--- src/rtl/chan_stat_pkg.sv ---
package chan_stat_pkg;

   typedef enum logic {
      SRC_BUSY = 1'b0,
      SRC_NCR  = 1'b1
   } src_e;

   function automatic int sel_width(input int ngrp);
      return (ngrp > 1) ? $clog2(ngrp) : 1;
   endfunction

endpackage

--- src/rtl/chan_stat_srcmux.sv ---
module chan_stat_srcmux #(
   parameter int NCH = 8
) (
   input  logic           src_sel,
   input  logic [NCH-1:0] ncr_i,
   input  logic [NCH-1:0] busy_i,
   output logic [NCH-1:0] stat_o
);
   import chan_stat_pkg::*;

   always_comb begin
      if (src_e'(src_sel) == SRC_NCR) stat_o = ncr_i;
      else                            stat_o = busy_i;
   end
endmodule

--- src/rtl/chan_stat_capture.sv ---
module chan_stat_capture #(
   parameter int NCH = 8
) (
   input  logic           clk,
   input  logic           rst_n,
   input  logic           rd_n,
   input  logic [NCH-1:0] stat_i,
   output logic           rd_q_o,
   output logic [NCH-1:0] snap_o
);
   always_ff @(posedge clk or negedge rst_n) begin
      if (!rst_n) begin
         rd_q_o <= 1'b1;
         snap_o <= '0;
      end else begin
         rd_q_o <= rd_n;
         if (rd_q_o && !rd_n) snap_o <= stat_i;
      end
   end
endmodule

--- src/rtl/chan_stat_par.sv ---
module chan_stat_par #(
   parameter int NCH = 8
) (
   input  logic           ser_mode,
   input  logic           rd_q,
   input  logic [NCH-1:0] snap,
   output logic           bus_oe,
   output logic [NCH-1:0] bus_data
);
   always_comb begin
      bus_oe   = !ser_mode && !rd_q;
      bus_data = bus_oe ? snap : '0;
   end
endmodule

--- src/rtl/chan_stat_ser.sv ---
module chan_stat_ser #(
   parameter int NCH = 8
) (
   input  logic           clk,
   input  logic           rst_n,
   input  logic           ser_mode,
   input  logic           cs_n,
   input  logic           rd_n,
   input  logic           rd_q,
   input  logic           sclk,
   input  logic [NCH-1:0] snap,
   output logic           ser_out
);
   localparam int CW = $clog2(NCH + 1);

   logic          sclk_q;
   logic [CW-1:0] pos;
   logic          bit_v;

   always_ff @(posedge clk or negedge rst_n) begin
      if (!rst_n) begin
         sclk_q <= 1'b0;
         pos    <= '0;
      end else begin
         sclk_q <= sclk;
         if (rd_n || cs_n)
            pos <= '0;
         else if (sclk && !sclk_q && (pos < CW'(NCH)))
            pos <= pos + 1'b1;
      end
   end

   always_comb begin
      bit_v = 1'b0;
      for (int i = 0; i < NCH; i++)
         if (pos == CW'(NCH - 1 - i)) bit_v = snap[i];
   end

   assign ser_out = ser_mode && !cs_n && !rd_q && bit_v;
endmodule

--- src/rtl/chan_stat_nib.sv ---
module chan_stat_nib #(
   parameter int NCH   = 8,
   parameter int GRP_W = 4,
   parameter int SEL_W = 1
) (
   input  logic             clk,
   input  logic             rst_n,
   input  logic [SEL_W-1:0] nib_sel,
   input  logic [NCH-1:0]   stat_i,
   output logic [GRP_W-1:0] nib_out
);
   localparam int NGRP = NCH / GRP_W;

   logic [GRP_W-1:0] pick;

   generate
      if (NGRP == 1) begin : g_single
         logic unused_sel;
         assign unused_sel = ^nib_sel;
         assign pick = stat_i[GRP_W-1:0];
      end else begin : g_multi
         always_comb begin
            pick = '0;
            for (int g = 0; g < NGRP; g++)
               if (nib_sel == SEL_W'(g)) pick = stat_i[g*GRP_W +: GRP_W];
         end
      end
   endgenerate

   always_ff @(posedge clk or negedge rst_n) begin
      if (!rst_n) nib_out <= '0;
      else        nib_out <= pick;
   end
endmodule

--- src/rtl/chan_stat_rd.sv ---
module chan_stat_rd #(
   parameter int NCH   = 8,
   parameter int GRP_W = 4,
   localparam int SEL_W = chan_stat_pkg::sel_width(NCH / GRP_W)
) (
   input  logic             clk,
   input  logic             rst_n,
   input  logic             ser_mode,
   input  logic             src_sel,
   input  logic [NCH-1:0]   ncr_i,
   input  logic [NCH-1:0]   busy_i,
   input  logic             rd_n,
   input  logic             cs_n,
   input  logic             sclk,
   input  logic [SEL_W-1:0] nib_sel,
   output logic [NCH-1:0]   bus_data,
   output logic             bus_oe,
   output logic             ser_out,
   output logic [GRP_W-1:0] nib_out
);
   generate
      if (NCH < 1) begin : g_bad_nch
         $error("NCH must be at least 1");
      end
      if (GRP_W < 1 || (NCH % GRP_W) != 0) begin : g_bad_grp
         $error("GRP_W must divide NCH");
      end
   endgenerate

   logic [NCH-1:0] stat;
   logic [NCH-1:0] snap;
   logic           rd_q;

   chan_stat_srcmux #(.NCH(NCH)) u_mux (
      .src_sel (src_sel),
      .ncr_i   (ncr_i),
      .busy_i  (busy_i),
      .stat_o  (stat)
   );

   chan_stat_capture #(.NCH(NCH)) u_cap (
      .clk    (clk),
      .rst_n  (rst_n),
      .rd_n   (rd_n),
      .stat_i (stat),
      .rd_q_o (rd_q),
      .snap_o (snap)
   );

   chan_stat_par #(.NCH(NCH)) u_par (
      .ser_mode (ser_mode),
      .rd_q     (rd_q),
      .snap     (snap),
      .bus_oe   (bus_oe),
      .bus_data (bus_data)
   );

   chan_stat_ser #(.NCH(NCH)) u_ser (
      .clk      (clk),
      .rst_n    (rst_n),
      .ser_mode (ser_mode),
      .cs_n     (cs_n),
      .rd_n     (rd_n),
      .rd_q     (rd_q),
      .sclk     (sclk),
      .snap     (snap),
      .ser_out  (ser_out)
   );

   chan_stat_nib #(.NCH(NCH), .GRP_W(GRP_W), .SEL_W(SEL_W)) u_nib (
      .clk     (clk),
      .rst_n   (rst_n),
      .nib_sel (nib_sel),
      .stat_i  (stat),
      .nib_out (nib_out)
   );
endmodule

--- config.mk ---
export PLATFORM = sky130hd
export DESIGN_NAME = chan_stat_rd
export DESIGN_NICKNAME = d
export VERILOG_FILES = /design/src/rtl/chan_stat_pkg.sv /design/src/rtl/chan_stat_srcmux.sv /design/src/rtl/chan_stat_capture.sv /design/src/rtl/chan_stat_par.sv /design/src/rtl/chan_stat_ser.sv /design/src/rtl/chan_stat_nib.sv /design/src/rtl/chan_stat_rd.sv
export SDC_FILE = /design/constraint.sdc
export NUM_CORES = 1
export LEC_CHECK = 0
export BUFFER_PORTS_ARGS = -buffer_cell sky130_fd_sc_hd__buf_2
export CORE_MARGIN = 2
export CORE_UTILIZATION = 48
export CTS_CLUSTER_DIAMETER = 120
export DETAILED_ROUTE_END_ITERATION = 16
export PLACE_DENSITY_LB_ADDON = 0.15
export SYNTH_ARGS = -nofsm -noshare
export SYNTH_HDL_FRONTEND = slang
export SYNTH_SLANG_ARGS = --single-unit
--- constraint.sdc ---
create_clock -name clk -period 2 [get_ports clk]
set_clock_uncertainty 0.1 [all_clocks]
set_input_delay 0.2 -clock clk [delete_from_list [all_inputs] [get_ports clk]]
set_output_delay 0.2 -clock clk [all_outputs]
set_load 0.01 [all_outputs]
==> results of run 1 <==
## repair_timing
| item | CTS | global route |
|---|---|---|
| endpoints found under the setup margin | 1 | 1 |
| setup buffers | 2 | 0 |
| pin swaps | 0 | 1 |
| hold endpoints to repair | 19 | 0 |
| cloned | 0 | 0 |
| gates resized for setup | 3 | 5 |
| hold buffers | 3 | 0 |
## cell families after synthesis
| group | after synthesis | share of synthesized area (%) |
|---|---|---|
| simple gates | 37 | 19.93 |
| compound gates | 16 | 8.435 |
| fa+ha+maj | 4 | 4.890 |
| buf+inv | 7 | 3.545 |
| flops | 18 | 44.13 |
| mux | 12 | 17.36 |
| xor+xnor | 2 | 1.712 |
## cells in the final DEF (no fill, tap or decap), drive strengths merged
master | synthesis | layout
dlygate4sd3 | 0 | 3
xor2 | 1 | 1
nor3 | 6 | 6
dfstp | 1 | 1
nor4b | 1 | 1
dfrtp | 17 | 17
buf | 3 | 39
clkbuf | 0 | 4
nor3b | 1 | 1
and4b | 1 | 1
mux2i | 8 | 8
o21ai | 10 | 10
a21oi | 3 | 3
a32oi | 1 | 1
inv | 4 | 4
and2 | 6 | 6
nand3b | 1 | 1
nand2 | 13 | 13
nor2 | 5 | 5
nand2b | 2 | 2
o22ai | 2 | 2
mux4 | 4 | 4
ha | 4 | 4
xnor2 | 1 | 1
nor2b | 1 | 1
## through the flow
step           area (um2)  TNS (ns)
3_3_place_gp         1221         0
5_1_grt              1321  -0.02076
4_1_cts              1303         0
6_report             1321         0
3_5_place_dp         1221         0
2_1_floorplan        1023         0
## sequential cells by signal (all words and copies together), names as in the netlist
name and flops:
u_cap.rd_q_o 1, u_ser.pos 4, u_nib.nib_out 4, u_ser.sclk_q 1, u_cap.snap_o 8
## layer usage
metal | wire length, um | track usage (%) | vias up
li1 | - | - | 429
met1 | 918 | 24.31 | 403
met2 | 1056 | 33.11 | 32
met3 | 152 | 5.655 | 4
met4 | 24 | 7.870 | 0
met5 | 0 | 0 | -
## worst max-delay path, delay by kind of cell (launching register included)
| kind | cells | cell delay [ns] |
|---|---|---|
| flip-flops | 1 | 0.41 |
| adder cells (fa/ha/maj) | 1 | 0.15 |
| AND/OR/NAND/NOR | 1 | 0.16 |
| buffers and inverters | 2 | 0.23 |
| AO/OA/AOI/OAI | 3 | 0.36 |
## worst paths after layout
path,from,to
worst max register to register,u_cap.rd_q_o,u_cap.snap_o[2]
worst min register to register,u_cap.snap_o[5],u_cap.snap_o[5]
worst min-delay path,cs_n,u_ser.pos[2]
min in group asynchronous,rst_n,u_nib.nib_out[0]
worst max-delay path,u_ser.pos[0],ser_out
max in group asynchronous,rst_n,u_cap.rd_q_o
## layout make-up
type	instances	area (um2)
inverter	4	15.01
timing repair buffer	42	230.2
tap	27	33.78
fill	160	660.6
multi-input combinational	71	564.3
clock buffer	4	26.28
sequential	18	451.7
## power breakdown
part | switching [mW] | leakage, nW | internal [mW]
combinational | 0.0809 | 0.417 | 0.0837
clock | 0.104 | 0.0150 | 0.0774
sequential | 0.0237 | 0.223 | 0.398
total | 0.208 | 0.655 | 0.559
==> results.sh, run 1 <==
export IMPL_n_antenna_cell=0
export IMPL_startpoint_type="register"
export IMPL_drive_gt1_share_pct=38.13
export IMPL_powerDensity_mw_per_mm2=580.9
export IMPL_synth_async_sr_flop_share_pct=100.0
export IMPL_vias=868
export IMPL_overflow=0
export IMPL_synth_top_flop_cell="dfrtp_1"
export IMPL_whs_path_depth=2
export IMPL_whs_ns=0.03134
export IMPL_dp_cells=157
export IMPL_dpl_hpwl_mm=1.623
export IMPL_clk_latency_ns=0.28
export IMPL_max_freq_mhz=525.9
export IMPL_ff2ff_setup_slack_ns=0.65
export IMPL_ios=38
export IMPL_cts_tree="done"
export IMPL_yosys_top_cells_count="17 x dfrtp_1, 13 x nand2_1, 10 x o21ai_0"
export IMPL_track_usage_pct=19.94
export IMPL_cp_data_required_time_ns=1.70
export IMPL_grt_antenna_before_repair=0
export IMPL_core_area_mm2=0.001982
export IMPL_num_rows=16
export IMPL_grt_pass1_vias=867
export IMPL_finalPower_mw=0.7675
export IMPL_post_route_period_util_pct=95.07
export IMPL_ff2ff_path_depth=3
export IMPL_viasPerCell=5.229
export IMPL_drt_pass1_iter_count=4
export IMPL_start_util_pct=51.64
export IMPL_ant_nets=0
export IMPL_hold_path_class="in2reg"
export IMPL_layout_setup_ws_ns=0.09856
export IMPL_grt_first_pass_wirelength_mm=3.788
export IMPL_final_util_pct=66.67
export IMPL_grt_max_degree=19
export IMPL_synthCells=96
export IMPL_yosys_warnings=0
export IMPL_io_buffers=37
export IMPL_dieArea_mm2=0.002518
export IMPL_yosysMostFrequentCell="dfrtp_1"
export IMPL_crit_chain="inv_2 > ha_4 > nor2b_4 > o22ai_2 > a32oi_1 > a21oi_1 > buf_2"
export IMPL_critPathKind="reg2out"
export IMPL_status="finished, final reports clean"
export IMPL_cts_buffers=3
export IMPL_wl_per_cell_um=12.96
export IMPL_drv_slew=0
export IMPL_syn_num_nets=124
export IMPL_hold_viol_final=0
export IMPL_clock_path_buffers=2
export IMPL_pre_cts_ws_ns=0.2107
export IMPL_die_w_um=50.18
export IMPL_routed_wl_mm=2.152
export IMPL_rsz0062_at_grt="yes"
export IMPL_max_stage_delay_ns=0.41
export IMPL_syn_avg_cell_area_um2=10.66
export IMPL_stdcell_count=166
export IMPL_cap_violations=0
export IMPL_synth_seq_cells=18
export IMPL_yosys_area_top_type="dfrtp_1"
export IMPL_nets=168
export IMPL_synth_edf_count=0
export IMPL_drc=0
export IMPL_max_slew_margin_rel_pct=68.31
export IMPL_cts_sinks=18
export IMPL_ys_seq_area_share_pct=44.13
export IMPL_crit_arrival_ns=1.60
export IMPL_htree_num_levels=1
export IMPL_die_h_um=50.18
export IMPL_place_congestion=0.8378
export IMPL_synthTopCellsByArea="dfrtp_1 42%, mux2i_1 7.8%, mux4_1 5.1%, ha_1 4.9%, o21ai_0 4.9%"
export IMPL_synth_top_area_share_pct=41.56
export IMPL_endpoint_kind="primary output"
export IMPL_syn2layout_area_growth_pct=29.10
export IMPL_setup_viol=0
export IMPL_min_period_ns=1.901
export IMPL_crit_fanout=4
export IMPL_synthDistinctLibCells=26
export IMPL_irDropWorstVdd_mv=0.3800
export IMPL_slowest_stage="dfrtp_1"
export IMPL_syn_area_mm2=0.001023
export IMPL_power_leakage_nw=0.6550
export IMPL_clk_pin_slew_ns=0.09
export IMPL_drtIter0Drc=15
export IMPL_root_buffer="clkbuf_4"
export IMPL_worstMarginPinSlew_ns=0.4753
Power figures use the tool's default switching activity.
==> run 2, diff against run 1 <==
--- a/config.mk
+++ b/config.mk
@@ -7,7 +7,7 @@
 export LEC_CHECK = 0
 export BUFFER_PORTS_ARGS = -buffer_cell sky130_fd_sc_hd__buf_2
 export CORE_MARGIN = 2
-export CORE_UTILIZATION = 48
+export CORE_UTILIZATION = 41
 export CTS_CLUSTER_DIAMETER = 120
 export DETAILED_ROUTE_END_ITERATION = 16
 export PLACE_DENSITY_LB_ADDON = 0.15
==> results.sh, run 2 (synthesis results as in run 1) <==
export IMPL_nets=171
export IMPL_startpoint_type="register"
export IMPL_worstMarginPinSlew_ns=0.4812
export IMPL_clk_pin_slew_ns=0.09
export IMPL_num_rows=18
export IMPL_crit_arrival_ns=1.61
export IMPL_ios=38
export IMPL_die_h_um=53.96
export IMPL_crit_fanout=4
export IMPL_whs_ns=0.03597
export IMPL_powerDensity_mw_per_mm2=599.9
export IMPL_cts_tree="done"
export IMPL_hold_viol_final=0
export IMPL_wl_per_cell_um=12.63
export IMPL_vias=882
export IMPL_root_buffer="clkbuf_4"
export IMPL_top_register="u_cap.snap_o"
export IMPL_top_regs="u_cap.snap_o: 8 flops, u_nib.nib_out: 4 flops, u_ser.pos: 4 flops"
export IMPL_cts_sinks=18
export IMPL_io_buffers=37
export IMPL_ant_nets=0
export IMPL_final_cell_mix="37 x buf_2, 17 x dfrtp_1, 13 x nand2_1"
export IMPL_min_period_ns=1.912
export IMPL_clk_latency_ns=0.28
export IMPL_overflow=0
export IMPL_stdcell_count=172
export IMPL_cts_buffers=3
export IMPL_status="finished, final reports clean"
export IMPL_critPathKind="reg2out"
export IMPL_core_area_mm2=0.002410
export IMPL_grt_max_degree=19
export IMPL_final_common_cell="buf_2"
export IMPL_grt_antenna_before_repair=0
export IMPL_viasPerCell=5.128
export IMPL_placedInstanceArea_mm2=0.001225
export IMPL_cp_data_required_time_ns=1.70
export IMPL_grt_first_pass_wirelength_mm=3.505
export IMPL_start_util_pct=42.47
export IMPL_routed_wl_mm=2.172
export IMPL_power_leakage_nw=0.6741
export IMPL_endpoint_kind="primary output"
export IMPL_syn2layout_area_growth_pct=32.64
export IMPL_grt_pass1_vias=800
export IMPL_dp_cells=160
export IMPL_post_route_period_util_pct=95.60
export IMPL_n_antenna_cell=0
export IMPL_grt_busiest_layer="met2"
export IMPL_finalInstanceArea_mm2=0.001358
export IMPL_hold_path_class="in2reg"
export IMPL_drc=0
export IMPL_met1_usage_pct=21.34
export IMPL_largest_reg_flops=8
export IMPL_pre_cts_ws_ns=0.2335
export IMPL_finalPower_mw=0.8145
export IMPL_drtIter0Drc=11
export IMPL_die_w_um=53.96
export IMPL_clock_path_buffers=2
export IMPL_dieArea_mm2=0.002912
export IMPL_layout_setup_ws_ns=0.08808
export IMPL_drv_slew=0
export IMPL_irDropWorstVdd_mv=0.3564
export IMPL_cap_violations=0
export IMPL_max_slew_margin_rel_pct=67.92
export IMPL_dpl_hpwl_mm=1.687
export IMPL_drive_gt1_share_pct=40.14
export IMPL_max_freq_mhz=523.0
export IMPL_place_congestion=0.7992
export IMPL_htree_num_levels=1
export IMPL_track_usage_pct=16.81
export IMPL_met2_usage_pct=27.24
export IMPL_setup_viol=0
export IMPL_grt_util_met3_pct=1.944
export IMPL_drt_pass1_iter_count=4
-- run 2: changes by cell type in the layout (fill, tap and decap cells not counted), sizes merged --
| cell | before | now |
|---|---|---|
| buf | 39 | 42 |
-- run 2: layer usage --
layer  part of all wire, %  vias up
li1                      -      429
met1                    43      413
met2                    49       32
met3                   5.6        8
met4                   2.6        0
met5                     0        -
-- run 2: layout make-up --
type / instances / area, um2
Clock buffer: 4 / 36.28
Timing Repair Buffer: 45 / 252.7
Tap cell: 30 / 37.54
Inverter: 4 / 15.01
Multi-Input combinational cell: 71 / 564.3
Sequential cell: 18 / 451.7
Fill cell: 242 / 1052
-- run 2: stage by stage --
step / TNS (ns) / util (%)
5_1_grt: -0.02105 / 56.33
3_5_place_dp: 0 / 50.83
2_1_floorplan: 0 / -
4_1_cts: 0 / 54.31
6_report: 0 / 56.33
3_3_place_gp: 0 / 50.83
-- run 2: worst paths after layout --
kind / slack (ns) / endpoint / start / cells past startpoint
max: 0.09 / ser_out / u_ser.pos[0] / 8
min: 0.04 / u_ser.pos[2] / cs_n / 2
max reg2reg: 0.65 / u_cap.snap_o[5] / u_cap.rd_q_o / 3
min reg2reg: 0.39 / u_cap.snap_o[4] / u_cap.snap_o[4] / 2
max in group asynchronous: 1.23 / u_cap.rd_q_o / rst_n / 2
min in group asynchronous: 0.26 / u_nib.nib_out[2] / rst_n / 2
-- run 2: where the power goes --
part / total [mW] / internal, mW / switching (mW)
clock: 0.217 / 0.111 / 0.106
combinational: 0.175 / 0.0894 / 0.0853
sequential: 0.423 / 0.398 / 0.0248
-- run 2: critical path: stages, from the launching register on --
cell and delay [ns]:
dfrtp_1 0.38, inv_2 0.06, ha_4 0.17, nor2b_4 0.13, buf_4 0.13, o22ai_2 0.10, nand3b_1 0.09, a21oi_1 0.13
buf_2 0.14
-- run 2: repair_timing --
item | CTS | global route
pin swaps | 0 | 1
setup endpoints to repair | 1 | 1
resized for setup | 1 | 8
hold endpoints to repair | 19 | 0
hold buffers | 3 | 0
setup buffers | 2 | 3
